<file path="src/rtl/dma_eng_pkg.sv">
package dma_eng_pkg;

  localparam int ADDR_W = 32;
  localparam int WCNT_W = 27;
  localparam int BCNT_W = WCNT_W + 2;

  typedef struct packed {
    logic [ADDR_W-1:0] src_a;
    logic [ADDR_W-1:0] dst_a;
    logic [BCNT_W-1:0] src_b;
    logic [BCNT_W-1:0] dst_b;
  } dma_cmd_t;

  function automatic logic [ADDR_W-1:0] word_align(input logic [ADDR_W-1:0] a);
    return {a[ADDR_W-1:2], 2'b00};
  endfunction

  function automatic logic [BCNT_W-1:0] words_to_bytes(input logic [WCNT_W-1:0] w);
    return {w, 2'b00};
  endfunction

  // Bytes the next chunk may move: bounded by the cap, the source and,
  // when copying, the destination.
  function automatic logic [BCNT_W-1:0] chunk_len(input logic [BCNT_W-1:0] src_rem,
                                                  input logic [BCNT_W-1:0] dst_rem,
                                                  input logic              copy,
                                                  input logic [BCNT_W-1:0] cap);
    logic [BCNT_W-1:0] m;
    m = src_rem;
    if (copy && (dst_rem < m)) m = dst_rem;
    if (m > cap) m = cap;
    return m;
  endfunction

  function automatic logic [BCNT_W-1:0] dec_sat4(input logic [BCNT_W-1:0] v);
    return (v == '0) ? '0 : v - BCNT_W'(4);
  endfunction

endpackage

</file>
<file path="src/rtl/dma_cmd_fifo.sv">
module dma_cmd_fifo #(
  parameter int DEPTH = 10,
  parameter int W     = 8,
  localparam int PTR_W = (DEPTH > 1) ? $clog2(DEPTH) : 1,
  localparam int LVL_W = $clog2(DEPTH + 1)
) (
  input  logic             clk,
  input  logic             rst_n,
  input  logic             push,
  input  logic [W-1:0]     din,
  input  logic             pop,
  output logic [W-1:0]     head,
  output logic             full,
  output logic             empty,
  output logic [LVL_W-1:0] level
);

  logic [W-1:0]     slots [DEPTH];
  logic [PTR_W-1:0] wr_p, rd_p;

  function automatic logic [PTR_W-1:0] nxt(input logic [PTR_W-1:0] p);
    return (p == PTR_W'(DEPTH - 1)) ? '0 : p + 1'b1;
  endfunction

  assign full  = (level == LVL_W'(DEPTH));
  assign empty = (level == '0);
  assign head  = slots[rd_p];

  always_ff @(posedge clk) begin
    if (push) slots[wr_p] <= din;
  end

  always_ff @(posedge clk or negedge rst_n) begin
    if (!rst_n) begin
      wr_p  <= '0;
      rd_p  <= '0;
      level <= '0;
    end else begin
      if (push) wr_p <= nxt(wr_p);
      if (pop)  rd_p <= nxt(rd_p);
      case ({push, pop})
        2'b10:   level <= level + 1'b1;
        2'b01:   level <= level - 1'b1;
        default: level <= level;
      endcase
    end
  end

endmodule

</file>
<file path="src/rtl/dma_mover.sv">
module dma_mover
  import dma_eng_pkg::*;
#(
  parameter int CHUNK_BYTES = 1024
) (
  input  logic              clk,
  input  logic              rst_n,
  input  logic              have_cmd,
  input  dma_cmd_t          head,
  input  logic              loopback,
  output logic              retire,
  output logic              busy,
  output logic              lb_active,
  output logic              mem_req,
  output logic              mem_we,
  output logic [ADDR_W-1:0] mem_addr,
  output logic [31:0]       mem_wdata,
  input  logic              mem_gnt,
  input  logic [31:0]       mem_rdata,
  output logic              st_valid,
  output logic [31:0]       st_data,
  input  logic              st_ready
);

  localparam logic [BCNT_W-1:0] CAP = BCNT_W'(CHUNK_BYTES);

  typedef enum logic [2:0] {S_IDLE, S_CHUNK, S_RD, S_WR, S_ST} mv_state_e;

  mv_state_e         state;
  logic [ADDR_W-1:0] src_a, dst_a;
  logic [BCNT_W-1:0] src_rem, dst_rem, left;
  logic [31:0]       data_q;
  logic              lb_c;
  logic [BCNT_W-1:0] next_chunk;

  assign next_chunk = chunk_len(src_rem, dst_rem, loopback, CAP);
  assign retire     = (state == S_CHUNK) && (next_chunk == '0);
  assign busy       = (state != S_IDLE);
  assign lb_active  = lb_c;

  always_comb begin
    mem_req   = (state == S_RD) || (state == S_WR);
    mem_we    = (state == S_WR);
    mem_addr  = (state == S_WR) ? dst_a : src_a;
    mem_wdata = data_q;
    st_valid  = (state == S_ST);
    st_data   = data_q;
  end

  always_ff @(posedge clk or negedge rst_n) begin
    if (!rst_n) begin
      state   <= S_IDLE;
      src_a   <= '0;
      dst_a   <= '0;
      src_rem <= '0;
      dst_rem <= '0;
      left    <= '0;
      data_q  <= '0;
      lb_c    <= 1'b0;
    end else begin
      case (state)
        S_IDLE: if (have_cmd) begin
          src_a   <= head.src_a;
          dst_a   <= head.dst_a;
          src_rem <= head.src_b;
          dst_rem <= head.dst_b;
          state   <= S_CHUNK;
        end
        S_CHUNK: begin
          lb_c <= loopback;
          if (next_chunk == '0) begin
            state <= S_IDLE;
          end else begin
            left  <= next_chunk;
            state <= S_RD;
          end
        end
        S_RD: if (mem_gnt) begin
          data_q  <= mem_rdata;
          src_a   <= src_a + ADDR_W'(4);
          src_rem <= src_rem - BCNT_W'(4);
          left    <= left - BCNT_W'(4);
          state   <= lb_c ? S_WR : S_ST;
        end
        S_WR: if (mem_gnt) begin
          dst_a   <= dst_a + ADDR_W'(4);
          dst_rem <= dec_sat4(dst_rem);
          state   <= (left == '0) ? S_CHUNK : S_RD;
        end
        S_ST: if (st_ready) begin
          dst_rem <= dec_sat4(dst_rem);
          state   <= (left == '0) ? S_CHUNK : S_RD;
        end
        default: state <= S_IDLE;
      endcase
    end
  end

endmodule

</file>
<file path="src/rtl/dma_cmd_engine.sv">
module dma_cmd_engine
  import dma_eng_pkg::*;
#(
  parameter int QDEPTH      = 10,
  parameter int CHUNK_BYTES = 1024,
  localparam int LVL_W      = $clog2(QDEPTH + 1)
) (
  input  logic              clk,
  input  logic              rst_n,
  input  logic              reg_we,
  input  logic [7:0]        reg_addr,
  input  logic [31:0]       reg_wdata,
  input  logic              loopback,
  output logic              mem_req,
  output logic              mem_we,
  output logic [ADDR_W-1:0] mem_addr,
  output logic [31:0]       mem_wdata,
  input  logic              mem_gnt,
  input  logic [31:0]       mem_rdata,
  output logic              st_valid,
  output logic [31:0]       st_data,
  input  logic              st_ready,
  output logic              busy,
  output logic              q_full,
  output logic              q_empty,
  output logic [LVL_W-1:0]  q_level,
  output logic              sts_done,
  output logic              sts_pdone,
  output logic              sts_ovf
);

  localparam logic [7:0] OFS_STS  = 8'h0C;
  localparam logic [7:0] OFS_SRCA = 8'h18;
  localparam logic [7:0] OFS_DSTA = 8'h1C;
  localparam logic [7:0] OFS_SRCN = 8'h20;
  localparam logic [7:0] OFS_DSTN = 8'h24;
  localparam int BIT_PDONE = 12;
  localparam int BIT_DONE  = 13;
  localparam int BIT_OVF   = 14;

  logic [ADDR_W-1:0] src_addr_q, dst_addr_q;
  logic [WCNT_W-1:0] src_cnt_q;
  dma_cmd_t          new_cmd, head_cmd;
  logic              push_req, push_ok, ovf_evt, retire, lb_active, sts_wr;

  assign push_req = reg_we && (reg_addr == OFS_DSTN);
  assign push_ok  = push_req && !q_full;
  assign ovf_evt  = push_req && q_full;
  assign sts_wr   = reg_we && (reg_addr == OFS_STS);

  always_comb begin
    new_cmd.src_a = word_align(src_addr_q);
    new_cmd.dst_a = word_align(dst_addr_q);
    new_cmd.src_b = words_to_bytes(src_cnt_q);
    new_cmd.dst_b = words_to_bytes(reg_wdata[WCNT_W-1:0]);
  end

  always_ff @(posedge clk or negedge rst_n) begin
    if (!rst_n) begin
      src_addr_q <= '0;
      dst_addr_q <= '0;
      src_cnt_q  <= '0;
    end else if (reg_we) begin
      if (reg_addr == OFS_SRCA) src_addr_q <= reg_wdata;
      if (reg_addr == OFS_DSTA) dst_addr_q <= reg_wdata;
      if (reg_addr == OFS_SRCN) src_cnt_q  <= reg_wdata[WCNT_W-1:0];
    end
  end

  // Sticky flags: a new event wins over a clear in the same cycle.
  always_ff @(posedge clk or negedge rst_n) begin
    if (!rst_n) begin
      sts_done  <= 1'b0;
      sts_pdone <= 1'b0;
      sts_ovf   <= 1'b0;
    end else begin
      sts_done  <= retire  || (sts_done  && !(sts_wr && reg_wdata[BIT_DONE]));
      sts_pdone <= retire  || (sts_pdone && !(sts_wr && reg_wdata[BIT_PDONE]));
      sts_ovf   <= ovf_evt || (sts_ovf   && !(sts_wr && reg_wdata[BIT_OVF]));
    end
  end

  dma_cmd_fifo #(.DEPTH(QDEPTH), .W($bits(dma_cmd_t))) u_queue (
    .clk   (clk),
    .rst_n (rst_n),
    .push  (push_ok),
    .din   (new_cmd),
    .pop   (retire),
    .head  (head_cmd),
    .full  (q_full),
    .empty (q_empty),
    .level (q_level)
  );

  dma_mover #(.CHUNK_BYTES(CHUNK_BYTES)) u_mover (
    .clk       (clk),
    .rst_n     (rst_n),
    .have_cmd  (!q_empty),
    .head      (head_cmd),
    .loopback  (loopback),
    .retire    (retire),
    .busy      (busy),
    .lb_active (lb_active),
    .mem_req   (mem_req),
    .mem_we    (mem_we),
    .mem_addr  (mem_addr),
    .mem_wdata (mem_wdata),
    .mem_gnt   (mem_gnt),
    .mem_rdata (mem_rdata),
    .st_valid  (st_valid),
    .st_data   (st_data),
    .st_ready  (st_ready)
  );

endmodule

</file>
<file path="config.mk">
export PLATFORM = sky130hd
export DESIGN_NAME = dma_cmd_engine
export DESIGN_NICKNAME = d
export VERILOG_FILES = /design/src/rtl/dma_eng_pkg.sv /design/src/rtl/dma_cmd_fifo.sv /design/src/rtl/dma_mover.sv /design/src/rtl/dma_cmd_engine.sv
export SDC_FILE = /design/constraint.sdc
export NUM_CORES = 2
export LEC_CHECK = 0
export ABC_AREA = 1
export BUFFER_PORTS_ARGS = -buffer_cell sky130_fd_sc_hd__buf_4
export CAP_MARGIN = 15
export CORE_MARGIN = 3
export CORE_UTILIZATION = 65
export CTS_CLUSTER_DIAMETER = 100
export DETAILED_ROUTE_END_ITERATION = 8
export PLACE_DENSITY = 0.85
export SLEW_MARGIN = 20
export SYNTH_ARGS = -nofsm -noshare
export SYNTH_HDL_FRONTEND = slang
export SYNTH_SLANG_ARGS = --single-unit
export TNS_END_PERCENT = 100
</file>
<file path="constraint.sdc">
create_clock -name clk -period 10.3 [get_ports clk]
set_clock_uncertainty 0.1 [all_clocks]
set_input_delay 1.545 -clock clk [delete_from_list [all_inputs] [get_ports clk]]
set_output_delay 1.545 -clock clk [all_outputs]
set_load 0.05 [all_outputs]
</file>
==> flow_summary.ini <==
[worst_setup_path]
critPathKind = register to primary output
path_max_fanout = 77
cp.arrival_ns = 3.81
start_kind = register
crit_required_ns = 8.66
endpoint_kind = primary output

[sta]
setup_tns_ns = 0
setup_violations = 0
period_share_pct = 53.0
finalHoldViolCount = 0
fmax_ghz = 0.183
finalMaxSlewViolations = 0
worst_pin_slew_ns = 1.20
whs_ns = 0.383
relSlewSlack_pct = 19.4
period_needed_ns = 5.46
rsz0062_at_grt = no

[finish]
final_cells = 6279
fill_cells = 5269
final_nets = 5112
drive_gt1_share_pct = 10.4
postLayoutCellArea_um2 = 65400
fin_util_pct = 73.4
area_delta_synth_final_pct = 11.0

[floorplanning]
boundaryPins = 187
start_util_pct = 66.1
core_um2 = 89200
dieArea_um2 = 94300
num_rows = 109
die_y_um = 307
die_x_um = 307

[routing]
routedWlPerCell_um = 26.5
vias = 42500
viasPerCell = 6.77
totalWireLength_um = 166000
drc_errors = 0
drtIter0Drc = 6989
first_pass_iters = 6
detail-route-antenna-nets = 0

[cts]
clock_latency_ns = 0.75
ctsHoldBuffers = 0
clkTransAtPathRegs_ns = 0.06
htree_levels = 4
cts_buffer_depth = 3
cts_tree = done
post_cts_resized = 0
cts_root_buffer = clkbuf_16
numCtsBuffers = 137
clock-sinks = 1420
post_cts_buffers = 0

[grt]
grt.overflow.total = 0
grt_first_pass_wirelength_um = 248000
grt_pass1_vias = 42000
antenna_found_initial = 7
grtUsageTotal_pct = 34.9
grt_max_degree = 166

[placement]
place_hpwl_um = 92600
io_buffers = 184
dp_cells = 6022
place.gp.congestion = 0.927
placed_area_um2 = 61100

[synthesis]
synth_area_per_cell_um2 = 12.0
async_flop_share_pct = 19.7
synth_edf_count = 1140
synth-seq-cells = 1420
synth_top_cell_by_area = edfxtp_1
synthCells = 4928
synthTopCellsByArea = edfxtp_1 (58%), dfrtp_1 (12%), o21ai_0 (5.6%)
yosysSeqAreaShare_pct = 70.0
synth_top_area_share_pct = 58.1
synth_area_um2 = 58900
ys_types = 58
ys_warn_count = 0
ys.flop_type = edfxtp_1

[power]
power_density_nw_per_um2 = 244
ir_drop_uv = 169
leakage_nw = 23.9

[min_path]
hp-class = register to register

[run]
drv_cap = 0

[status]
status = finished clean
## path summary, 6_finish.rpt
| path | startpoint | end | slack [ns] | cells after the start |
|---|---|---|---|---|
| setup / recovery | u_mover.state[2] | mem_addr[14] | 4.84 | 8 |
| hold / removal | u_mover.lb_active | u_mover.state[2] | 0.38 | 1 |
| setup reg to reg | u_mover.src_rem[16] | u_queue.level[3] | 5.37 | 28 |
| hold reg to reg | u_mover.lb_active | u_mover.state[2] | 0.38 | 1 |
| max in group asynchronous | rst_n | u_queue.rd_p[2] | 7.71 | 2 |
| min in group asynchronous | rst_n | u_mover.left[12] | 0.80 | 1 |
## Yosys cell counts (4+ instances only)
cell type	number
a211o_1	30
a211oi_1	5
a21oi_1	203
a221oi_1	134
a22oi_1	74
a31oi_1	42
a32oi_1	4
a41oi_1	4
buf_1	26
buf_2	16
buf_4	37
buf_6	4
clkbuf_1	242
dfrtp_1	280
edfxtp_1	1140
ha_1	37
inv_1	244
mux2_2	35
nand2_1	682
nand3_1	159
nand4_1	33
nor2_1	556
nor2_2	6
nor3_1	35
nor4_1	11
o2111ai_1	60
o211ai_1	24
o21ai_0	659
o21ai_2	6
o22ai_1	8
o311ai_0	12
o31ai_1	5
or2_2	4
xnor2_1	7
xor2_1	65
## power breakdown
group	switching (mW)	internal (mW)
clock	2.13	2.76
sequential	0.452	6.57
combinational	2.84	1.20
total	5.42	10.5
## critical path, stage by stage (launching register included)
cell and delay [ns]:
dfrtp_1 0.40, nor2_1 0.26, inv_1 0.17, nor2_4 0.10, buf_4 0.63, inv_2 0.35, buf_4 0.39, o21ai_0 0.44
buf_4 0.29
## layout make-up
class                      instances  area (µm²)  area share (%)
antenna                            3        7.51          0.0115
multi-input combinational       2936       15500            23.7
clock buffer                     194        3840            5.87
clock inverter                    60         490           0.750
sequential                      1420       41300            63.0
tap                             1165        1460            2.23
timing repair buffer             253        1960            2.99
inverter                         248         953            1.46
## registers in the layout (all words and copies together), names as in the netlist, 3 cells and up
name / flops
u_queue.rd_p: 4
u_mover.dst_a: 30
src_addr_q: 30
u_queue.slots: 1140
u_mover.src_a: 30
u_mover.mem_wdata: 32
u_mover.src_rem: 27
src_cnt_q: 27
dst_addr_q: 30
u_queue.wr_p: 4
u_mover.left: 28
u_queue.level: 4
u_mover.dst_rem: 27
u_mover.state: 3
## through the flow
stage	worst slack (ns)	total power, mW
after global routing	4.71	16.6
after global placement	4.66	11.0
after detailed placement	4.64	11.1
after floorplan	1.96	9.94
after CTS	4.85	15.9
final	4.84	16.0
## metal layers
metal	share of wire, %	track usage, %	wire length [µm]
met1	35	45.5	58200
met4	5.3	19.0	8790
met5	0.016	0	27
met2	46	54.0	76300
met3	14	9.65	23100
## logic make-up (layout without fill, tap and decap cells)
family | Yosys count | count (layout) | share of synthesized area (%)
buf+inv | 573 | 755 | 3.97
other cells | 1 | 5 | 0.00636
fa+ha+maj | 38 | 38 | 0.819
mux | 35 | 35 | 0.669
compound gates | 1288 | 1288 | 13.2
flops | 1420 | 1420 | 70.0
xor+xnor | 72 | 72 | 1.07
simple gates | 1501 | 1501 | 10.3
## cell usage in the layout, fill, tap and decap left out, types with 65 or more instances in the layout
| cell type | synthesis | routed |
|---|---|---|
| a221oi_1 | 134 | 134 |
| clkbuf_16 | 0 | 143 |
| buf_4 | 37 | 248 |
| o21ai_0 | 659 | 657 |
| nor2_1 | 556 | 542 |
| xor2_1 | 65 | 65 |
| inv_1 | 244 | 238 |
| a22oi_1 | 74 | 74 |
| nand3_1 | 159 | 159 |
| a21oi_1 | 203 | 203 |
| edfxtp_1 | 1140 | 1140 |
| nand2_1 | 682 | 679 |
| dfrtp_1 | 280 | 276 |
No activity file was read; power rests on OpenSTA's default activity.
